`src/rtl/irpm_pkg.sv`:
```
package irpm_pkg;

    typedef enum logic [1:0] {
        OP_SLEEP  = 2'd0,
        OP_WAKE   = 2'd1,
        OP_PWR_HI = 2'd2,
        OP_PWR_LO = 2'd3
    } op_e;

    typedef enum logic [2:0] {
        ST_IDLE,
        ST_SLEEP,
        ST_LEAD,
        ST_SETUP,
        ST_HOLD
    } st_e;

    typedef struct packed {
        logic sd;
        logic txd;
        logic pass;
    } pin_ctl_t;

    // cycles covering at least ns nanoseconds, never fewer than one
    function automatic int cyc_atleast(int ns, int per);
        int c;
        c = (ns + per - 1) / per;
        return (c < 1) ? 1 : c;
    endfunction

    // cycles covering strictly more than ns nanoseconds
    function automatic int cyc_over(int ns, int per);
        return ns / per + 1;
    endfunction

    function automatic int imax(int a, int b);
        return (a > b) ? a : b;
    endfunction

endpackage

```
`src/rtl/irpm_timer.sv`:
```
module irpm_timer #(
    parameter int W = 4
) (
    input  logic         clk,
    input  logic         rst,
    input  logic         load,
    input  logic [W-1:0] load_val,
    output logic         expired
);
    logic [W-1:0] cnt;

    always_ff @(posedge clk) begin
        if (rst)
            cnt <= '0;
        else if (load)
            cnt <= load_val;
        else if (cnt != '0)
            cnt <= cnt - 1'b1;
    end

    assign expired = (cnt == '0);
endmodule

```
`src/rtl/irpm_ctrl.sv`:
```
module irpm_ctrl
    import irpm_pkg::*;
#(
    parameter int N_LEAD  = 3,
    parameter int N_SETUP = 3,
    parameter int N_HOLD  = 10,
    parameter int W       = 4
) (
    input  logic         clk,
    input  logic         rst,
    input  logic         req_valid,
    input  logic [1:0]   req_op,
    input  logic         expired,
    output logic         load,
    output logic [W-1:0] load_val,
    output st_e          st,
    output logic         target,
    output logic         mode_q,
    output logic         done_q,
    output logic         busy
);
    localparam logic [W-1:0] LV_LEAD  = W'(N_LEAD - 1);
    localparam logic [W-1:0] LV_SETUP = W'(N_SETUP - 1);
    localparam logic [W-1:0] LV_HOLD  = W'(N_HOLD - 1);

    st_e  nxt;
    logic accept;
    logic is_prog;
    logic finish;

    assign busy    = (st == ST_LEAD) || (st == ST_SETUP) || (st == ST_HOLD);
    assign accept  = req_valid && !busy;
    assign is_prog = req_op[1];
    assign finish  = (st == ST_HOLD) && expired;

    always_comb begin
        nxt      = st;
        load     = 1'b0;
        load_val = '0;
        unique case (st)
            ST_IDLE, ST_SLEEP: begin
                if (accept) begin
                    unique case (op_e'(req_op))
                        OP_SLEEP: nxt = ST_SLEEP;
                        OP_WAKE:  nxt = ST_IDLE;
                        default: begin
                            nxt      = ST_LEAD;
                            load     = 1'b1;
                            load_val = LV_LEAD;
                        end
                    endcase
                end
            end
            ST_LEAD: begin
                if (expired) begin
                    nxt      = ST_SETUP;
                    load     = 1'b1;
                    load_val = LV_SETUP;
                end
            end
            ST_SETUP: begin
                if (expired) begin
                    nxt      = ST_HOLD;
                    load     = 1'b1;
                    load_val = LV_HOLD;
                end
            end
            ST_HOLD: begin
                if (expired)
                    nxt = ST_IDLE;
            end
            default: nxt = ST_IDLE;
        endcase
    end

    always_ff @(posedge clk) begin
        if (rst) begin
            st     <= ST_IDLE;
            target <= 1'b0;
            mode_q <= 1'b0;
            done_q <= 1'b0;
        end else begin
            st     <= nxt;
            done_q <= (accept && !is_prog) || finish;
            if (accept && is_prog)
                target <= req_op[0];
            if ((st == ST_SETUP) && expired)
                mode_q <= target;
        end
    end
endmodule

```
`src/rtl/irpm_pinmux.sv`:
```
module irpm_pinmux
    import irpm_pkg::*;
(
    input  st_e  st,
    input  logic target,
    input  logic user_txd,
    output logic sd_out,
    output logic txd_out
);
    pin_ctl_t ctl;

    always_comb begin
        unique case (st)
            ST_IDLE:  ctl = '{sd: 1'b0, txd: 1'b0,   pass: 1'b1};
            ST_SLEEP: ctl = '{sd: 1'b1, txd: 1'b0,   pass: 1'b0};
            ST_LEAD:  ctl = '{sd: 1'b1, txd: 1'b0,   pass: 1'b0};
            ST_SETUP: ctl = '{sd: 1'b1, txd: target, pass: 1'b0};
            ST_HOLD:  ctl = '{sd: 1'b0, txd: target, pass: 1'b0};
            default:  ctl = '{sd: 1'b0, txd: 1'b0,   pass: 1'b0};
        endcase
    end

    assign sd_out  = ctl.sd;
    assign txd_out = ctl.pass ? user_txd : ctl.txd;
endmodule

```
`src/rtl/ir_mode_seq.sv`:
```
module ir_mode_seq
    import irpm_pkg::*;
#(
    parameter int CLK_PERIOD_NS = 10,
    parameter int LEAD_NS       = 25,
    parameter int SETUP_NS      = 25,
    parameter int PULSE_NS      = 50,
    parameter int HOLD_NS       = 100
) (
    input  logic       clk,
    input  logic       rst,
    input  logic       req_valid,
    input  logic [1:0] req_op,
    input  logic       user_txd,
    output logic       sd_out,
    output logic       txd_out,
    output logic       busy,
    output logic       done,
    output logic       mode_low
);
    localparam int N_LEAD  = cyc_over(LEAD_NS, CLK_PERIOD_NS);
    localparam int N_PULSE = cyc_over(PULSE_NS, CLK_PERIOD_NS);
    localparam int N_SETUP = imax(cyc_atleast(SETUP_NS, CLK_PERIOD_NS),
                                  imax(N_PULSE - N_LEAD, 1));
    localparam int N_HOLD  = cyc_atleast(HOLD_NS, CLK_PERIOD_NS);
    localparam int N_MAX   = imax(N_LEAD, imax(N_SETUP, N_HOLD));
    localparam int W       = imax($clog2(N_MAX + 1), 1);

    logic         load;
    logic [W-1:0] load_val;
    logic         expired;
    st_e          st;
    logic         target;

    irpm_timer #(.W(W)) u_timer (
        .clk      (clk),
        .rst      (rst),
        .load     (load),
        .load_val (load_val),
        .expired  (expired)
    );

    irpm_ctrl #(
        .N_LEAD  (N_LEAD),
        .N_SETUP (N_SETUP),
        .N_HOLD  (N_HOLD),
        .W       (W)
    ) u_ctrl (
        .clk       (clk),
        .rst       (rst),
        .req_valid (req_valid),
        .req_op    (req_op),
        .expired   (expired),
        .load      (load),
        .load_val  (load_val),
        .st        (st),
        .target    (target),
        .mode_q    (mode_low),
        .done_q    (done),
        .busy      (busy)
    );

    irpm_pinmux u_pins (
        .st       (st),
        .target   (target),
        .user_txd (user_txd),
        .sd_out   (sd_out),
        .txd_out  (txd_out)
    );
endmodule

```
`config.mk`:
```
export PLATFORM = sky130hd
export DESIGN_NAME = ir_mode_seq
export DESIGN_NICKNAME = d
export VERILOG_FILES = /design/src/rtl/irpm_pkg.sv /design/src/rtl/irpm_timer.sv /design/src/rtl/irpm_ctrl.sv /design/src/rtl/irpm_pinmux.sv /design/src/rtl/ir_mode_seq.sv
export SDC_FILE = /design/constraint.sdc
export NUM_CORES = 1
export LEC_CHECK = 0
export ABC_AREA = 1
export CAP_MARGIN = 20
export CORE_MARGIN = 10
export CORE_UTILIZATION = 30
export CTS_CLUSTER_SIZE = 25
export DETAILED_ROUTE_END_ITERATION = 10
export DONT_BUFFER_PORTS = 1
export PLACE_DENSITY = 0.56
export SKIP_LAST_GASP = 1
export SLEW_MARGIN = 10
export SYNTH_ARGS = -nofsm -noshare
export SYNTH_HDL_FRONTEND = slang
export SYNTH_SLANG_ARGS = --single-unit
```
`constraint.sdc`:
```
create_clock -name clk -period 1.31 [get_ports clk]
set_input_delay 0.131 -clock clk [delete_from_list [all_inputs] [get_ports clk]]
set_output_delay 0.131 -clock clk [all_outputs]
set_load 0.01 [all_outputs]
```
# After elaboration in Yosys (flattened, before gate mapping)
# Cells that the tools add are included.
# op_classes
n_mux	19
n_eq_ne	9
reduce_logical	20
n_addsub	1
# ops
op	count
$pmux W3 S4	2
$mux W4	4
$mux W3	4
$pmux W4 S3	1
$ne A2 B1 Y1 const B	4
$reduce_or A2 Y1	4
$eq A3 B2 Y1 const B	2
$logic_and A1 B1 Y1	5
$logic_not A4 Y1	1
$mux W1	4
$mux W2	2
$pmux W2 S2	1
$reduce_and A4 Y1	1
$reduce_bool A4 Y1	1
$sub A4 B1 Y4 const B	1
$eq A3 B1 Y1 const B	1
$eq A3 B3 Y1 const B	1
$logic_not A3 Y1	1
$logic_or A1 B1 Y1	3
$eq A2 B1 Y1 const B	1
$logic_not A1 Y1	2
$logic_not A2 Y1	1
$pmux W1 S2	1
$reduce_bool A2 Y1	1
# totals
input_bits	6
register_bits	10
elab_cells	54

# Depth between registers and ports, before layout
# depth
word_depth	8
depth_mapped	8

# Cells and area by module
# From an unflattened synthesis, not the netlist that was laid out.
# hier_totals
hier_cells	103
area_unflattened_um2	629.4
# by_module_without_submodules
mod	area_each_um2	cells_per_inst	instances
irpm_ctrl	340.3	54	1
irpm_timer	247.7	40	1
irpm_pinmux	41.3	9	1

# Worst setup path before layout
# OpenSTA, ideal clock, no wires.
# synth_timing
path_kind	reg2reg
from	register u_timer.cnt[0]
to	register u_ctrl.st[1]
stages_incl_launch_ff	8
t_arrival_ps	1069
setup_ps	64
path_slack_ps	177
path_buffers	0
period_less_slack_ps	1133
cell_sequence	dfxtp_1 -> inv_1 -> ha_1 -> nand2_2 -> inv_1 -> a21oi_1 -> nor2_1 -> nor2_1
# synth_via
elab_chain_cells	3
elab_cells_between_ends	5
classes_between	eq/ne (3); reduce/logical (2)
# synth_lines
element	line	text
from (decl)	irpm_timer.sv:10	logic [W-1:0] cnt;
from (signal assigned)	irpm_timer.sv:16	cnt <= load_val;
from (signal assigned)	irpm_timer.sv:18	cnt <= cnt - 1'b1;
$logic_not A4 Y1 (*)	irpm_timer.sv:21	assign expired = (cnt == '0);
$ne A2 B1 Y1 (no source line)	--	
$reduce_and A4 Y1 (no source line) (*)	--	
to (signal assigned)	irpm_ctrl.sv:83	st <= nxt;
to (decl)	irpm_ctrl.sv:16	output st_e st,
# Mark *: on every way between the ends. The rest lies on a longest branch, timed or not.
# A chain may end at the register's enable or synchronous reset.

# Worst setup path after layout
# layout_timing
from	register u_ctrl.st[1]
to	output port txd_out
# layout_via
elab_chain_cells	4
elab_cells_between_ends	8
classes_between	eq/ne (4); mux (2); reduce/logical (2)
# layout_lines
element	line	text
$eq A3 B1 Y1 / $eq A3 B2 Y1 (equally long branches)	irpm_pinmux.sv:13	unique case (st)
$reduce_or A2 Y1 (no source line)	--	
$pmux W3 S4 (*)	irpm_pinmux.sv:13	
$mux W1 (*)	irpm_pinmux.sv:24	assign txd_out = ctl.pass ? user_txd : ctl.txd;
to (decl)	ir_mode_seq.sv:16	output logic txd_out,
# Marked as above.

==> impl_results.rst <==
.. list-table::
   :header-rows: 1

   * - Metric
     - Value
   * - FF+latch area
     - roughly 210 sq um
   * - Worst hold stages
     - 2
   * - Flops & latches, synth
     - 10
   * - Depth of the critical timing path with buffers and inverters included
     - 6
   * - Final period util
     - 98.0%
   * - Max Slew Vio Count
     - 0
   * - Final setup violation count
     - 0
   * - Most used flip-flop cell after synthesis
     - dfxtp_1
   * - Share of total power in the clock network
     - about an eighth
   * - ANT cells
     - 0
   * - Final number of hold-violating endpoints
     - 0
   * - Number of buffers on the longest clock path
     - 2
   * - YS warnings
     - 0
   * - Cell with the largest stage delay on the worst path
     - dfxtp_4
   * - Maximum number of pins on one net before global-route repair
     - 10
   * - Final RePlAce weighted congestion
     - 0.834
   * - Buffers plus inverters on the worst setup path
     - 2
   * - Worst max-slew margin expressed relative to the limit
     - 84.7%
   * - Crit-path max FO
     - 5
   * - Number of flops mapped to enable cells by yosys
     - 0
   * - Clock H-tree levels
     - 1
   * - Switching share of total power
     - 46.7%
   * - Vias after detailed routing
     - 605
   * - Sum of negative setup slack
     - 0 ps
   * - Vias in the first global route
     - ~590
   * - Standard-cell rows
     - 16
   * - CTS root buffer
     - clkbuf_4
   * - Mapped Area
     - 617 sq um
   * - Most numerous cell in the Yosys netlist
     - nand2_1
   * - Remaining DRCs
     - 0
   * - Number of vias per cell after detailed routing
     - ~4.4
   * - Share of power burned in combinational logic
     - 56.5%
   * - Iteration-0 DRC count of the detailed router
     - 10
   * - Post-layout net count
     - 119
   * - Distinct cell type count of the synthesized netlist
     - 16
   * - Required time of the worst setup path
     - 1180 ps
   * - Die Area
     - 0.00427 sq mm
   * - Core Util, Final
     - 39.0%
   * - Fraction of registers with async set/reset
     - 0%
   * - Syn Area/Cell
     - 6.17 sq um
   * - Register area share after synthesis
     - 32.5%
   * - Cells after synthesis
     - 100
   * - Fraction of layout instances using a drive strength above 1
     - 24.8%
   * - Post-synth top area cell
     - dfxtp_1
   * - Peak supply drop
     - 783 uV
   * - Measured slew at the worst slew-check pin
     - 229 ps
   * - Post-synth top area share
     - between 30% and 40%
   * - Post-synth net total
     - 108
   * - Depth of the worst register-to-register path
     - 7
   * - Post-DP HPWL
     - 1.17 mm
   * - DRT Pass-1 Iters
     - 4
   * - Reg-to-reg setup timing slack
     - 110 ps
   * - Number of filler instances in the final layout
     - between 200 and 250
   * - Clock-pin slew reported for the worst setup and hold paths after clock tree synthesis
     - 60 ps
   * - Die height
     - 65.3 um
   * - Critical path data arrival time
     - about 1200 ps
   * - Type of the most critical hold path
     - primary input to register
   * - Count of pins on the block boundary
     - 11
   * - Kind of critical path
     - register to primary output
   * - Largest clock skew in the final design
     - 3.42 ps
   * - Number of port buffers
     - 0
   * - Clock period minus worst slack
     - 1280 ps
   * - Register share of total power
     - a little under a third
   * - Worst stage delay on the critical path
     - 380 ps
   * - Worst-path cell chain
     - inv_2 > nor2_4 > nand2_2 > inv_1 > o21ai_2 > nand2_1
   * - Critical Path Sink Type
     - primary output
   * - Routed WL
     - between 1.5 and 2 mm
   * - Multi-input combinational cell area
     - 390 sq um
   * - Outcome
     - finished, final reports clean
   * - RSZ-0062 raised after global routing
     - true
   * - Worst skew pair latency
     - approximately 270 ps
   * - Cts bufs inserted
     - 3
   * - Net switching power figure
     - ~0.74 mW
   * - Critical Path Source Type
     - register
   * - Internal power
     - about 0.85 mW
   * - Max Clk Rate
     - 779 MHz
   * - Top cells by count, synth
     - nand2_1, nor2_1, inv_1
   * - Max-capacitance violation count
     - 0
   * - Die extent in x
     - between 60 and 70 um
   * - Routed length per placed instance
     - between 10 and 15 um
   * - Overall track demand over capacity in global routing
     - under 10%
   * - Starting utilization of the core area
     - 31.4%
   * - CTS tree
     - yes
   * - Power density normalized to cell area
     - 2070 mW/mm^2
   * - Initial antenna violation count
     - 0
   * - Synth-to-layout area growth
     - 23.9%
   * - Leak
     - 0.391 nW
   * - Remaining antenna violation count after routing
     - 0
   * - Global-route wire length before repair
     - 2.60 mm
   * - Core Footprint
     - 0.00196 sq mm
   * - Family with the most delay on the worst path
     - flip-flops
   * - Total number of clock tree sinks
     - 10
   * - Largest cells by area after synthesis
     - dfxtp_1, nand2_1, nor2_1
   * - Overall overflow remaining after global route
     - 0
[cell type report]
class	count	area share, %
timing repair buffer	5	5.24
inverter	18	8.84
sequential	10	27.5
multi-input combinational	73	51.1
clock buffer	3	2.95
tap	27	4.42
[state kept, by name, indices dropped and copies added (netlist names)]
signal,cells
u_ctrl.target,1
u_ctrl.st,3
u_ctrl.mode_q,1
u_ctrl.done_q,1
u_timer.cnt,4
[cells by family after synthesis]
kind of cell,after synthesis,synth area share [%]
buffers and inverters,18,11.0
AND/OR/NAND/NOR,60,44.0
adder cells (fa/ha/maj),2,4.06
AO/OA/AOI/OAI,10,8.52
flip-flops,10,32.5
[per-stage QoR]
stage / area, sq um / total power, mW / setup slack [ps] / cells / hold WS, ps
final: 764 / 1.59 / 25.7 / 136 / 3.34
after global routing: 764 / 1.76 / -24.7 / 136 / 12.7
after CTS: 717 / 1.47 / -38.1 / 135 / 4.30
after detailed placement: 681 / 1.24 / 87.3 / 131 / 204
after global placement: 681 / 1.24 / 52.6 / 131 / 202
after floorplan: 617 / 1.05 / 177 / 100 / 200
[final timing paths]
kind,from,endpoint
setup / recovery,u_ctrl.st[1],txd_out
hold / removal,req_op[0],u_ctrl.target
setup reg to reg,u_timer.cnt[1],u_timer.cnt[0]
hold reg to reg,u_ctrl.target,u_ctrl.mode_q
[cell usage in the layout, fill, tap and decap left out, types with 4 or more instances in the layout]
cell	instances
inv_1	16
nor2_1	18
nand4_1	4
nand2_2	5
buf_4	4
a21oi_1	4
dfxtp_1	6
nand3_1	7
nand2_1	20
[what timing repair did]
item / in CTS / in global routing
resized for setup: 2 / 16
pin swaps: 0 / 3
gates cloned: 0 / 1
endpoints found under the hold margin: 3 / 0
buffers inserted: 0 / 0
setup endpoints to repair: 2 / 7
hold buffers: 1 / 0
[layer usage]
metal  up-vias  track usage [%]  part of all wire [%]
met5         -                0                     0
met4         0             5.61                   1.2
met3         3             2.37                   4.4
met2         9             12.6                    49
met1       259             8.32                    45
li1        334                -                     -
[worst reg2reg max path, cell delays in order (launching register included)]
cell     delay (ps)
dfxtp_1         320
inv_1            70
ha_2            230
nand2_4          90
inv_1           150
nand4_1         120
nand2_1          80
nor2_1           40
[power groups by stage]
stage / Sequential, mW / Combinational (mW) / Clock [mW]
after floorplan: 0.447 / 0.600 / 0
after global placement: 0.459 / 0.783 / 0
after detailed placement: 0.456 / 0.788 / 0
after CTS: 0.455 / 0.799 / 0.217
after global routing: 0.494 / 1.03 / 0.232
final: 0.479 / 0.897 / 0.210
No activity file was read; power rests on OpenSTA's default activity.
